### config.mk
export PLATFORM = sky130hd
export DESIGN_NAME = refresh_interval_timer
export DESIGN_NICKNAME = d
export VERILOG_FILES = /design/src/rtl/rit_pkg.sv /design/src/rtl/rit_regs.sv /design/src/rtl/rit_counter.sv /design/src/rtl/rit_req.sv /design/src/rtl/refresh_interval_timer.sv
export SDC_FILE = /design/constraint.sdc
export NUM_CORES = 1
export LEC_CHECK = 0
export CORE_MARGIN = 1.5
export CORE_UTILIZATION = 43
export CTS_BUF_LIST = sky130_fd_sc_hd__clkbuf_16
export CTS_CLUSTER_DIAMETER = 60
export CTS_CLUSTER_SIZE = 24
export DETAILED_ROUTE_END_ITERATION = 8
export GPL_TIMING_DRIVEN = 0
export HOLD_SLACK_MARGIN = 0.02
export PLACE_DENSITY = 0.75
export SYNTH_ARGS = -nofsm -noshare
export SYNTH_HDL_FRONTEND = slang
export SYNTH_SLANG_ARGS = --single-unit
### constraint.sdc
create_clock -name clk -period 1.59 [get_ports clk]
set_input_delay 0.318 -clock clk [delete_from_list [all_inputs] [get_ports clk]]
set_output_delay 0.318 -clock clk [all_outputs]
set_load 0.01 [all_outputs]
### src/rtl/rit_pkg.sv
package rit_pkg;
  localparam int RIT_DATA_W = 16;
  localparam int RIT_CNT_W  = 14;
  localparam int RIT_ADDR_W = 2;
  localparam logic [RIT_ADDR_W-1:0] RIT_A_IVAL = 2'd0;
  localparam logic [RIT_ADDR_W-1:0] RIT_A_STAT = 2'd1;
endpackage

### src/rtl/rit_regs.sv
module rit_regs
  import rit_pkg::*;
#(
  parameter int DATA_W = RIT_DATA_W,
  parameter int CNT_W  = RIT_CNT_W,
  parameter int ADDR_W = RIT_ADDR_W
) (
  input  logic              clk,
  input  logic              rst_n,
  input  logic [ADDR_W-1:0] addr,
  input  logic              we,
  input  logic [DATA_W-1:0] wdata,
  input  logic              lost,
  output logic [DATA_W-1:0] rdata,
  output logic [CNT_W-1:0]  interval,
  output logic              lost_clr
);
  localparam int PAD_W = DATA_W - CNT_W;

  logic [CNT_W-1:0] ival_q;

  always_ff @(posedge clk) begin
    if (!rst_n) ival_q <= '1;
    else if (we && addr == ADDR_W'(RIT_A_IVAL)) ival_q <= wdata[CNT_W-1:0];
  end

  assign interval = ival_q;
  assign lost_clr = we && (addr == ADDR_W'(RIT_A_STAT)) && wdata[0];

  always_comb begin
    rdata = '0;
    if (addr == ADDR_W'(RIT_A_IVAL))      rdata = {{PAD_W{1'b0}}, ival_q};
    else if (addr == ADDR_W'(RIT_A_STAT)) rdata = {{(DATA_W-1){1'b0}}, lost};
  end
endmodule

### src/rtl/rit_counter.sv
module rit_counter
  import rit_pkg::*;
#(
  parameter int CNT_W = RIT_CNT_W
) (
  input  logic             clk,
  input  logic             rst_n,
  input  logic [CNT_W-1:0] interval,
  output logic [CNT_W-1:0] count,
  output logic             match
);
  logic [CNT_W-1:0] cnt_q;

  assign match = (interval != '0) && (cnt_q == interval);
  assign count = cnt_q;

  always_ff @(posedge clk) begin
    if (!rst_n)     cnt_q <= '0;
    else if (match) cnt_q <= CNT_W'(1);
    else            cnt_q <= cnt_q + CNT_W'(1);
  end
endmodule

### src/rtl/rit_req.sv
module rit_req (
  input  logic clk,
  input  logic rst_n,
  input  logic match,
  input  logic ready,
  input  logic lost_clr,
  output logic valid,
  output logic lost
);
  logic valid_q, lost_q, drop;

  assign drop = match && valid_q && !ready;

  always_ff @(posedge clk) begin
    if (!rst_n) begin
      valid_q <= 1'b0;
      lost_q  <= 1'b0;
    end else begin
      valid_q <= match || (valid_q && !ready);
      lost_q  <= drop || (lost_q && !lost_clr);
    end
  end

  assign valid = valid_q;
  assign lost  = lost_q;
endmodule

### src/rtl/refresh_interval_timer.sv
module refresh_interval_timer
  import rit_pkg::*;
#(
  parameter int DATA_W = RIT_DATA_W,
  parameter int CNT_W  = RIT_CNT_W,
  parameter int ADDR_W = RIT_ADDR_W
) (
  input  logic              clk,
  input  logic              rst_n,
  input  logic [ADDR_W-1:0] reg_addr,
  input  logic              reg_we,
  input  logic [DATA_W-1:0] reg_wdata,
  output logic [DATA_W-1:0] reg_rdata,
  output logic              rfsh_valid,
  input  logic              rfsh_ready,
  output logic              rfsh_lost
);
  logic [CNT_W-1:0] interval;
  logic [CNT_W-1:0] count;
  logic             match;
  logic             lost_clr;

  rit_regs #(.DATA_W(DATA_W), .CNT_W(CNT_W), .ADDR_W(ADDR_W)) u_regs (
    .clk(clk), .rst_n(rst_n), .addr(reg_addr), .we(reg_we), .wdata(reg_wdata),
    .lost(rfsh_lost), .rdata(reg_rdata), .interval(interval), .lost_clr(lost_clr)
  );

  rit_counter #(.CNT_W(CNT_W)) u_cnt (
    .clk(clk), .rst_n(rst_n), .interval(interval), .count(count), .match(match)
  );

  rit_req u_req (
    .clk(clk), .rst_n(rst_n), .match(match), .ready(rfsh_ready),
    .lost_clr(lost_clr), .valid(rfsh_valid), .lost(rfsh_lost)
  );
endmodule

==> metrics, run 1 <==
clk_skew 0.005770 ns; post-DR vias/cell 5.200; number of synthesized flops with an enable pin 0; Slew HR 62.35%; Synth Area in Adders 0.8058%; Port Buffer Count 34; WP data arrival 1.72 ns; vias in the first global route 1395; HPWL after detailed placement 2593 um; Mapped Area 1553 um^2; Final Max Tran Viols 0; Critical Path RT 1.77 ns; syn avg cell area 8.393 um^2; Final Hold Fails 0; Routability Congestion 0.8129; CTS tree built; Ports 40; worst r2r path cells 5; Layout area overhead 42.06%; GRT Overall Usage 21.36%; final std cells w/o fill 280; placed insts 266; type of the worst setup path reg2reg; max-cap violations 0; Std-Cell Rows 21; initial antenna violation count 0; Max Clock Freq 647.9 MHz; Synth Area in Simple Gates 32.23%; final worst slack 0.04653 ns; nets 256; Worst-Skew Late Latency 0.28 ns; r2r startpoint u_regs.interval[13]$_SDFFE_PN1P_; setup repair after global routing missed its margin yes; reg2reg end u_cnt.count[5]$_SDFF_PP0_; Post-CTS Hold Buffers 0; largest net degree at the start of global routing 11; proportion of synthesized area in mux cells 0.6446%; asr flop ratio synth 0%; XOR/XNOR Fraction of Synth Area 13.54%; largest family of logic cells by synthesized area simple AND/OR/NAND/NOR gates; number of diodes 0; commonest non-fill, non-tap cell in the layout nand2_1; routed vias 1456; compound-gate portion of the synthesized area 9.025%; final worst-path cycle share 97.07%; Die H 63.09 um; DRT iter0 DRCs 86; drt first pass iters 4; first-pass GRT wire length 6651 um; VDD IR max 618.8 uV; Final min period 1.543 ns; Core ar. 3390 um^2; grt total ovfl 0; Num Clock Sinks 30; most used flip-flop cell after synthesis dfxtp_1; Synth Register Bits 30; DRC viols 0; setup violators final 0; Leakage 0.8735 nW; total wire length 3868 um; CP Capture Type register; crit path launch type register; starting density of the core 45.81%; sequential area share after synthesis 38.68%; worst-path maximum fanout 6; ANT nets after route 0; most frequent cells in the layout 32 x nand2_1, 19 x dfxtp_1, 18 x nand3_1, 18 x clkdlybuf4s50_1, 13 x and2_1; Placement Setup Slack -0.8613 ns; WHS Endpoint u_regs.interval[12]$_SDFFE_PN1P_; Reg clk slew, reported paths 0.05 ns; CTS Buf Count 5; Hold Crit Class in2reg; WL/cell 13.81 um; outcome complete, no violations; slew of the pin with the lowest slew margin 0.5648 ns; hold path start rst_n; share of cells above drive strength 1 26.92%; Worst Hold Depth 2; Distinct cells, synth 32; Longest Clk Path Bufs 2; PwrDens 872.4 nW/um^2; root buf cell clkbuf_16; die area 3980 um^2; reg-to-reg slack, setup 0.05 ns; die width 63.09 um; H-tree depth 2; Post-Syn Instances 185; Yosys warning count 0
-- critical path: stages, from the launching register on --
cell      delay (ns)
dfxtp_1         0.35
nor4_1          0.28
nand4_1         0.13
and3_2          0.24
buf_4           0.16
a221oi_1        0.28
-- synth_stat cells, drive strengths merged (6+ instances only) --
cell	n	area, um^2
nand3	18	90.09
xnor2	12	105.1
dfxtp	30	600.6
clkbuf	7	26.28
a211oi	10	75.07
and2	14	87.59
xor2	12	105.1
nor2	6	22.52
nor4	7	58.81
nand2	32	120.1
nand4	6	52.55
-- layout make-up --
type	count	area, um^2
repair buffers	41	336.6
multi-input cells	139	953.4
flip-flops and latches	30	621.8
clock inverters	3	16.27
plain buffers	11	76.32
well taps	46	57.56
clock buffers	5	125.1
inverters	5	18.77
fillers	276	1184
-- cells by family (layout without fill, tap and decap cells) --
kind of cell,count (synthesis),in the layout
multiplexers,1,1
AND/OR/NAND/NOR,93,93
AO/OA/AOI/OAI,18,18
XOR/XNOR,24,24
buffers and inverters,17,65
flip-flops,30,30
adder cells (fa/ha/maj),1,1
other,1,2
-- flip-flops by register name, indices dropped and copies added (netlist names) --
register,count
u_cnt.count,14
u_regs.interval,14
u_req.lost,1
u_req.valid,1
-- layer usage --
layer	vias to the layer above	track usage, %	routed length [um]
met5	-	0	0
met4	0	8.889	71
met3	9	6.786	224
met2	60	33.11	1773
met1	656	27.34	1799
li1	731	-	-
-- timing repair --
item                       4_1_cts  5_1_grt
setup buffers                    5        2
setup endpoints to repair       40       39
gates resized for setup         49       34
pin swaps                        4        5
-- metrics by stage --
stage                     TNS (ns)  hold slack [ns]  utilization [%]  cell area (um^2)  total power (W)
final                            0           0.4114            65.08              2206         0.001924
after global routing      -0.05537           0.4505            65.08              2206         0.002000
after CTS                 -0.01935           0.4189            64.45              2185         0.001938
after detailed placement    -18.25           0.5017            57.66              1954         0.001039
after global placement      -19.41           0.5001            57.66              1954         0.001037
after floorplan                  0           0.4422                -              1556        0.0009234
-- worst max path at each step --
stage	to	cells after the start	start
floorplan	u_cnt.count[10]$_SDFF_PP0_	7	u_cnt.count[2]$_SDFF_PP0_
global placement	reg_rdata[4]	5	reg_addr[0]
detailed placement	reg_rdata[4]	5	reg_addr[0]
CTS	reg_rdata[4]	5	reg_addr[0]
global route	u_cnt.count[10]$_SDFF_PP0_	5	u_cnt.count[1]$_SDFF_PP0_
finish	u_cnt.count[5]$_SDFF_PP0_	5	u_regs.interval[13]$_SDFFE_PN1P_
-- power breakdown --
part | switching (W) | internal, W | leakage (nW)
clock | 0.000333 | 0.000570 | 0.0672
combinational | 0.0000959 | 0.000114 | 0.557
sequential | 0.0000364 | 0.000776 | 0.249
total | 0.000465 | 0.00146 | 0.873
(Power assumes the default switching activity.)
==> inputs of run 2 (changes only) <==
Settings changed: CORE_MARGIN 1.5 to not set, TNS_END_PERCENT set to 10.
==> run 2 against run 1 <==
  * The run now ends with negative setup slack left
  * Die area shrank 3.1%
  * Wire length grew 2.5%
  * Clock skew shrank 0.0043 ns
  * Worst hold slack gained 0.0039 ns
  * Clock power shrank 2.5%
  * Total power shrank 0.99%
  * Register-to-register slack lost 0.09 ns
  * Sequential power is essentially flat
  * Cell count shrank 0.36%
  * Largest cell class unchanged
==> metrics, run 2 (synthesis results as in run 1) <==
crit path launch type register; Critical Path RT 1.74 ns (-0.03 ns); first-pass GRT wire length 6003 um (-9.7%); Final Max Tran Viols 0 (unchanged); largest net degree at the start of global routing 11 (unchanged); met3 wire length 183 um (-18%); CTS Buf Count 5 (unchanged); Core Util, Final 64.30% (-0.78 points); Port Buffer Count 34 (unchanged); Hold Crit Class in2reg; WP data arrival 1.78 ns (+0.06 ns); final worst-path cycle share 102.5% (+5.5 points); Num Clock Sinks 30 (unchanged); starting density of the core 45.81% (unchanged); final std cells w/o fill 279 (-0.36%); clk_skew 0.001449 ns (-0.004321 ns); H-tree depth 2 (unchanged); crit-path cells nand4_1 > buf_4 > or4_1 > o21ai_1 > a221oi_2; reg-to-reg slack, setup -0.04 ns (-0.09 ns); Max stage delay on crit path 0.42 ns (+0.07 ns); final worst slack -0.04045 ns (-0.08697 ns); share of cells above drive strength 1 23.18% (-3.7 points); Buf/Inv on CP 1 (unchanged); Max Clock Freq 613.3 MHz (-5.3%); aggregate negative setup slack -0.04045 ns (-0.04045 ns); Std-Cell Rows 21 (unchanged); commonest non-fill, non-tap cell in the layout nand2_1; reg2reg end u_cnt.count[13]$_SDFF_PP0_; Worst setup endpoint u_cnt.count[13]$_SDFF_PP0_; die width 62.09 um (-1.6%); most frequent cells in the layout 32 x nand2_1, 20 x dfxtp_1, 18 x nand3_1, 18 x clkdlybuf4s50_1, 13 x and2_1; Leakage 0.8546 nW (-2.2%); grt total ovfl 0 (unchanged); Placement Setup Slack -0.8535 ns (+0.007813 ns); Core ar. 3390 um^2 (unchanged); DP Area 1954 um^2 (unchanged); Final min period 1.630 ns (+0.08697 ns); drt first pass iters 4 (unchanged); worst r2r path cells 5 (unchanged); placed insts 266 (unchanged); number of diodes 0 (unchanged); GRT Overall Usage 21.81% (+0.45 points); total wire length 3963 um (+2.5%); CTS tree built; PwrDens 874.1 nW/um^2 (+0.20%); flip-flop and latch area 615.6 um^2 (-1.0%); routed wl met2 1886 um (+6.4%); Ports 40 (unchanged); post-DR vias/cell 5.204 (about the same); CP Capture Type register; failing checks negative setup slack; setup violators final 1 (+1); HPWL after detailed placement 2546 um (-1.8%); root buf cell clkbuf_16; worst-path maximum fanout 6 (unchanged); ANT nets after route 0 (unchanged); Routability Congestion 0.8258 (+1.6%); met1 wire length 1815 um (+0.89%); setup repair after global routing missed its margin yes; crit path launch u_cnt.count[0]$_SDFF_PN0_; type of the worst setup path reg2reg; VDD IR max 528.3 uV (-15%); max-cap violations 0 (unchanged); DRT iter0 DRCs 74 (-14%); DRC viols 0 (unchanged); vias in the first global route 1325 (-5.0%); Fillers 296 (+7.2%); CP delay by family, top simple AND/OR/NAND/NOR gates; Crit path depth 5 (unchanged); design area 2180 um^2 (-1.2%); initial antenna violation count 0 (unchanged); Worst-Skew Late Latency 0.28 ns (about the same); area of the multi-input gates 935.9 um^2 (-1.8%); nets 255 (-0.39%); die area 3855 um^2 (-3.1%); top routing layer used met4; r2r startpoint u_cnt.count[0]$_SDFF_PN0_; Die H 62.09 um (-1.6%); Reg clk slew, reported paths 0.05 ns (about the same); outcome finished with violations; Layout area overhead 40.37%; Slowest-stage cell, CP or4_1; routed vias 1452 (-0.27%); WL/cell 14.20 um (+2.8%); Final Hold Fails 0 (unchanged); Longest Clk Path Bufs 2 (unchanged)
==> run 2: changes by cell type in the layout (fill, tap and decap cells not counted), sizes merged <==
cell	before	now
clkinvlp	1	0
clkinv	2	3
dlygate4sd2	3	5
buf	12	11
clkbuf	22	20
==> run 2: cell type report <==
class	instances	area share, %
clock buffer	5	5.741
tap	46	2.641
multi-input combinational	139	42.94
sequential	30	28.24
buffer	11	3.617
clock inverter	3	0.5166
inverter	5	0.8611
timing repair buffer	40	15.44
==> run 2: metal layers <==
metal / GRT usage (%) / vias up
met2: 35.11 / 41
met1: 26.74 / 668
met3: 7.660 / 10
met5: 0 / -
met4: 8.254 / 0
li1: - / 733
==> run 2: what timing repair did <==
action / in CTS / in global routing
pin swaps: 2 / 6
setup endpoints to repair: 40 / 34
resized for setup: 43 / 29
setup buffers: 1 / 5
gates cloned: 0 / 0
hold buffers: 0 / 0
==> run 2: per-stage QoR <==
stage | power, W | hold WS [ns]
floorplan | 0.0009234 | 0.4422
global placement | 0.001037 | 0.4998
detailed placement | 0.001039 | 0.5065
CTS | 0.001905 | 0.4227
global route | 0.001987 | 0.4393
finish | 0.001905 | 0.4152
==> run 2: worst min-delay path by stage <==
stage                                               start                          endpoint  cells past startpoint
final                                               rst_n  u_regs.interval[12]$_SDFFE_PN1P_                      2
after global placement    u_regs.interval[7]$_SDFFE_PN1P_   u_regs.interval[7]$_SDFFE_PN1P_                      2
after global routing                                rst_n  u_regs.interval[11]$_SDFFE_PN1P_                      2
after CTS                                           rst_n  u_regs.interval[10]$_SDFFE_PN1P_                      2
after floorplan                             reg_wdata[13]  u_regs.interval[13]$_SDFFE_PN1P_                      2
after detailed placement  u_regs.interval[7]$_SDFFE_PN1P_   u_regs.interval[7]$_SDFFE_PN1P_                      2
==> run 2: report_power, final <==
part           internal [W]  switching [W]
clock              0.000561       0.000318
sequential         0.000779      0.0000347
combinational      0.000116      0.0000963
total               0.00146       0.000449
==> inputs of run 3 (changes only) <==
Settings changed: GPL_TIMING_DRIVEN 0 to not set.
==> run 3 against run 2 <==
  * The flow now finishes without violations
  * Core utilization up 5.2 points
  * Sequential cell count unchanged
  * Setup slack better by 0.067 ns
  * Maximum frequency up 4.3%
  * Sequential power down 0.6%
  * Wire length up 1.1%
  * Sequential share of layout area down 2.6 points
  * Cell count up 5.4%
  * Die area unchanged
  * Clock-buffer cell count unchanged
==> metrics, run 3 (synthesis results as in run 1) <==
outcome complete, no violations; Final min period 1.563 ns (-0.06728 ns); H-tree depth 2 (unchanged); Leakage 0.9326 nW (+9.1%); type of the worst setup path reg2reg; DRT iter0 DRCs 56 (-24%); Final Max Tran Viols 0 (unchanged); Core Util, Final 69.47% (+5.2 points); VDD IR max 718.0 uV (+36%); routed vias 1494 (+2.9%); most frequent cells in the layout 32 x nand2_1, 28 x dfxtp_1, 27 x buf_4; nets 270 (+5.9%); WL/cell 13.63 um (-4.0%); Max Clock Freq 639.7 MHz (+4.3%); setup repair after global routing missed its margin yes; grt total ovfl 0 (unchanged); Fillers 285 (-3.7%); max-cap violations 0 (unchanged); CTS Buf Count 5 (unchanged); HPWL after detailed placement 2797 um (+9.9%); worst-path maximum fanout 4 (-2); total wire length 4007 um (+1.1%); Critical Path RT 1.78 ns (+0.04 ns); number of diodes 0 (unchanged); DRC viols 0 (unchanged); largest net degree at the start of global routing 17 (+6); share of cells above drive strength 1 23.79% (+0.61 points); Std-Cell Rows 21 (unchanged); drt first pass iters 4 (unchanged); root buf cell clkbuf_16; aggregate negative setup slack 0 ns (+0.04045 ns); WP data arrival 1.76 ns (-0.02 ns); die area 3855 um^2 (unchanged); Routability Congestion 0.7571 (-8.3%); first-pass GRT wire length 6492 um (+8.1%); die width 62.09 um (unchanged); clk_skew 0.002299 ns (+0.0008503 ns); setup violators final 0 (-1); PwrDens 814.0 nW/um^2 (-6.9%); Core ar. 3390 um^2 (unchanged); crit path launch type register; initial antenna violation count 0 (unchanged); Reg clk slew, reported paths 0.05 ns (about the same); CTS tree built; Worst-Skew Late Latency 0.27 ns (about the same); CP Capture Type register; vias in the first global route 1471 (+11%); Layout area overhead 51.65%; ANT nets after route 0 (unchanged); final worst-path cycle share 98.31% (-4.2 points); Port Buffer Count 35 (+2.9%); Die H 62.09 um (unchanged); commonest non-fill, non-tap cell in the layout nand2_1; Num Clock Sinks 30 (unchanged); starting density of the core 45.81% (unchanged); GRT Overall Usage 23.84% (+2.0 points); Hold Crit Class reg2reg; Final Hold Fails 0 (unchanged); post-DR vias/cell 5.082 (-2.4%); Longest Clk Path Bufs 2 (unchanged); Ports 40 (unchanged)
-- run 3: cell types whose count changed in the layout (fill, tap and decap cells not counted), moves of 2 or more --
| cell | delta |
|---|---|
| buf_12 | +2 |
| buf_4 | +18 |
| clkbuf_1 | -4 |
| clkbuf_2 | -9 |
| clkdlybuf4s15_1 | +8 |
| clkdlybuf4s15_2 | +2 |
| dfxtp_1 | +8 |
| dfxtp_2 | -7 |
| dlygate4sd2_1 | -3 |
| nor3_1 | +2 |
-- run 3: routing by layer --
| metal | wire length, um | part of all wire (%) | vias to the layer above | GRT usage, % |
|---|---|---|---|---|
| met5 | 0 | 0 | - | 0 |
| met4 | 32 | 0.80 | 0 | 5.714 |
| met3 | 167 | 4.2 | 3 | 8.075 |
| met2 | 1974 | 49 | 45 | 39.51 |
| met1 | 1833 | 46 | 688 | 29.81 |
| li1 | - | - | 758 | - |
-- run 3: area by class of cell --
| cell class | count | area [um^2] | share of cell area [%] |
|---|---|---|---|
| inverters | 5 | 18.77 | 0.7970 |
| repair buffers | 66 | 608.1 | 25.82 |
| clock buffers | 5 | 125.1 | 5.313 |
| flip-flops and latches | 30 | 603.1 | 25.61 |
| clock inverters | 3 | 11.26 | 0.4782 |
| multi-input cells | 139 | 930.9 | 39.53 |
| well taps | 46 | 57.56 | 2.444 |
-- run 3: through the flow --
step	std cells	worst slack, ns	hold slack, ns	area (um^2)	total power, W
after floorplan	186	0.01168	0.4422	1556	0.0009234
after global placement	280	-0.4537	0.5026	2121	0.001056
after detailed placement	280	-0.4563	0.5143	2121	0.001061
after CTS	290	0.01968	0.5206	2278	0.001928
after global routing	294	-0.04694	0.5489	2355	0.001998
final	294	0.02684	0.5290	2355	0.001917
-- run 3: critical path: stages (launching register included) --
cell      delay, ns
dfxtp_2        0.35
nand4_1        0.20
nor4_4         0.33
or3b_4         0.41
a221oi_2       0.20
-- run 3: worst paths after layout --
check                                  start                              end  slack (ns)  cells after the start
max reg2reg        u_cnt.count[0]$_SDFF_PN0_       u_cnt.count[13]$_SDFF_PP0_        0.03                      4
max                u_cnt.count[0]$_SDFF_PN0_       u_cnt.count[13]$_SDFF_PP0_        0.03                      4
min reg2reg  u_regs.interval[8]$_SDFFE_PN1P_  u_regs.interval[8]$_SDFFE_PN1P_        0.53                      2
min          u_regs.interval[8]$_SDFFE_PN1P_  u_regs.interval[8]$_SDFFE_PN1P_        0.53                      2
-- run 3: timing repair --
item | CTS | global route
setup endpoints to repair | 14 | 27
buffers inserted | 1 | 4
pin swaps | 1 | 4
resized for setup | 40 | 14
hold buffers | 0 | 0
gates cloned | 1 | 0
-- run 3: where the power goes --
part | leakage (nW) | switching (W) | internal [W] | total [W]
Sequential | 0.245 | 0.0000292 | 0.000780 | 0.000809
Clock | 0.0663 | 0.000308 | 0.000560 | 0.000869
Combinational | 0.621 | 0.000102 | 0.000136 | 0.000239
Total | 0.933 | 0.000440 | 0.00148 | 0.00192
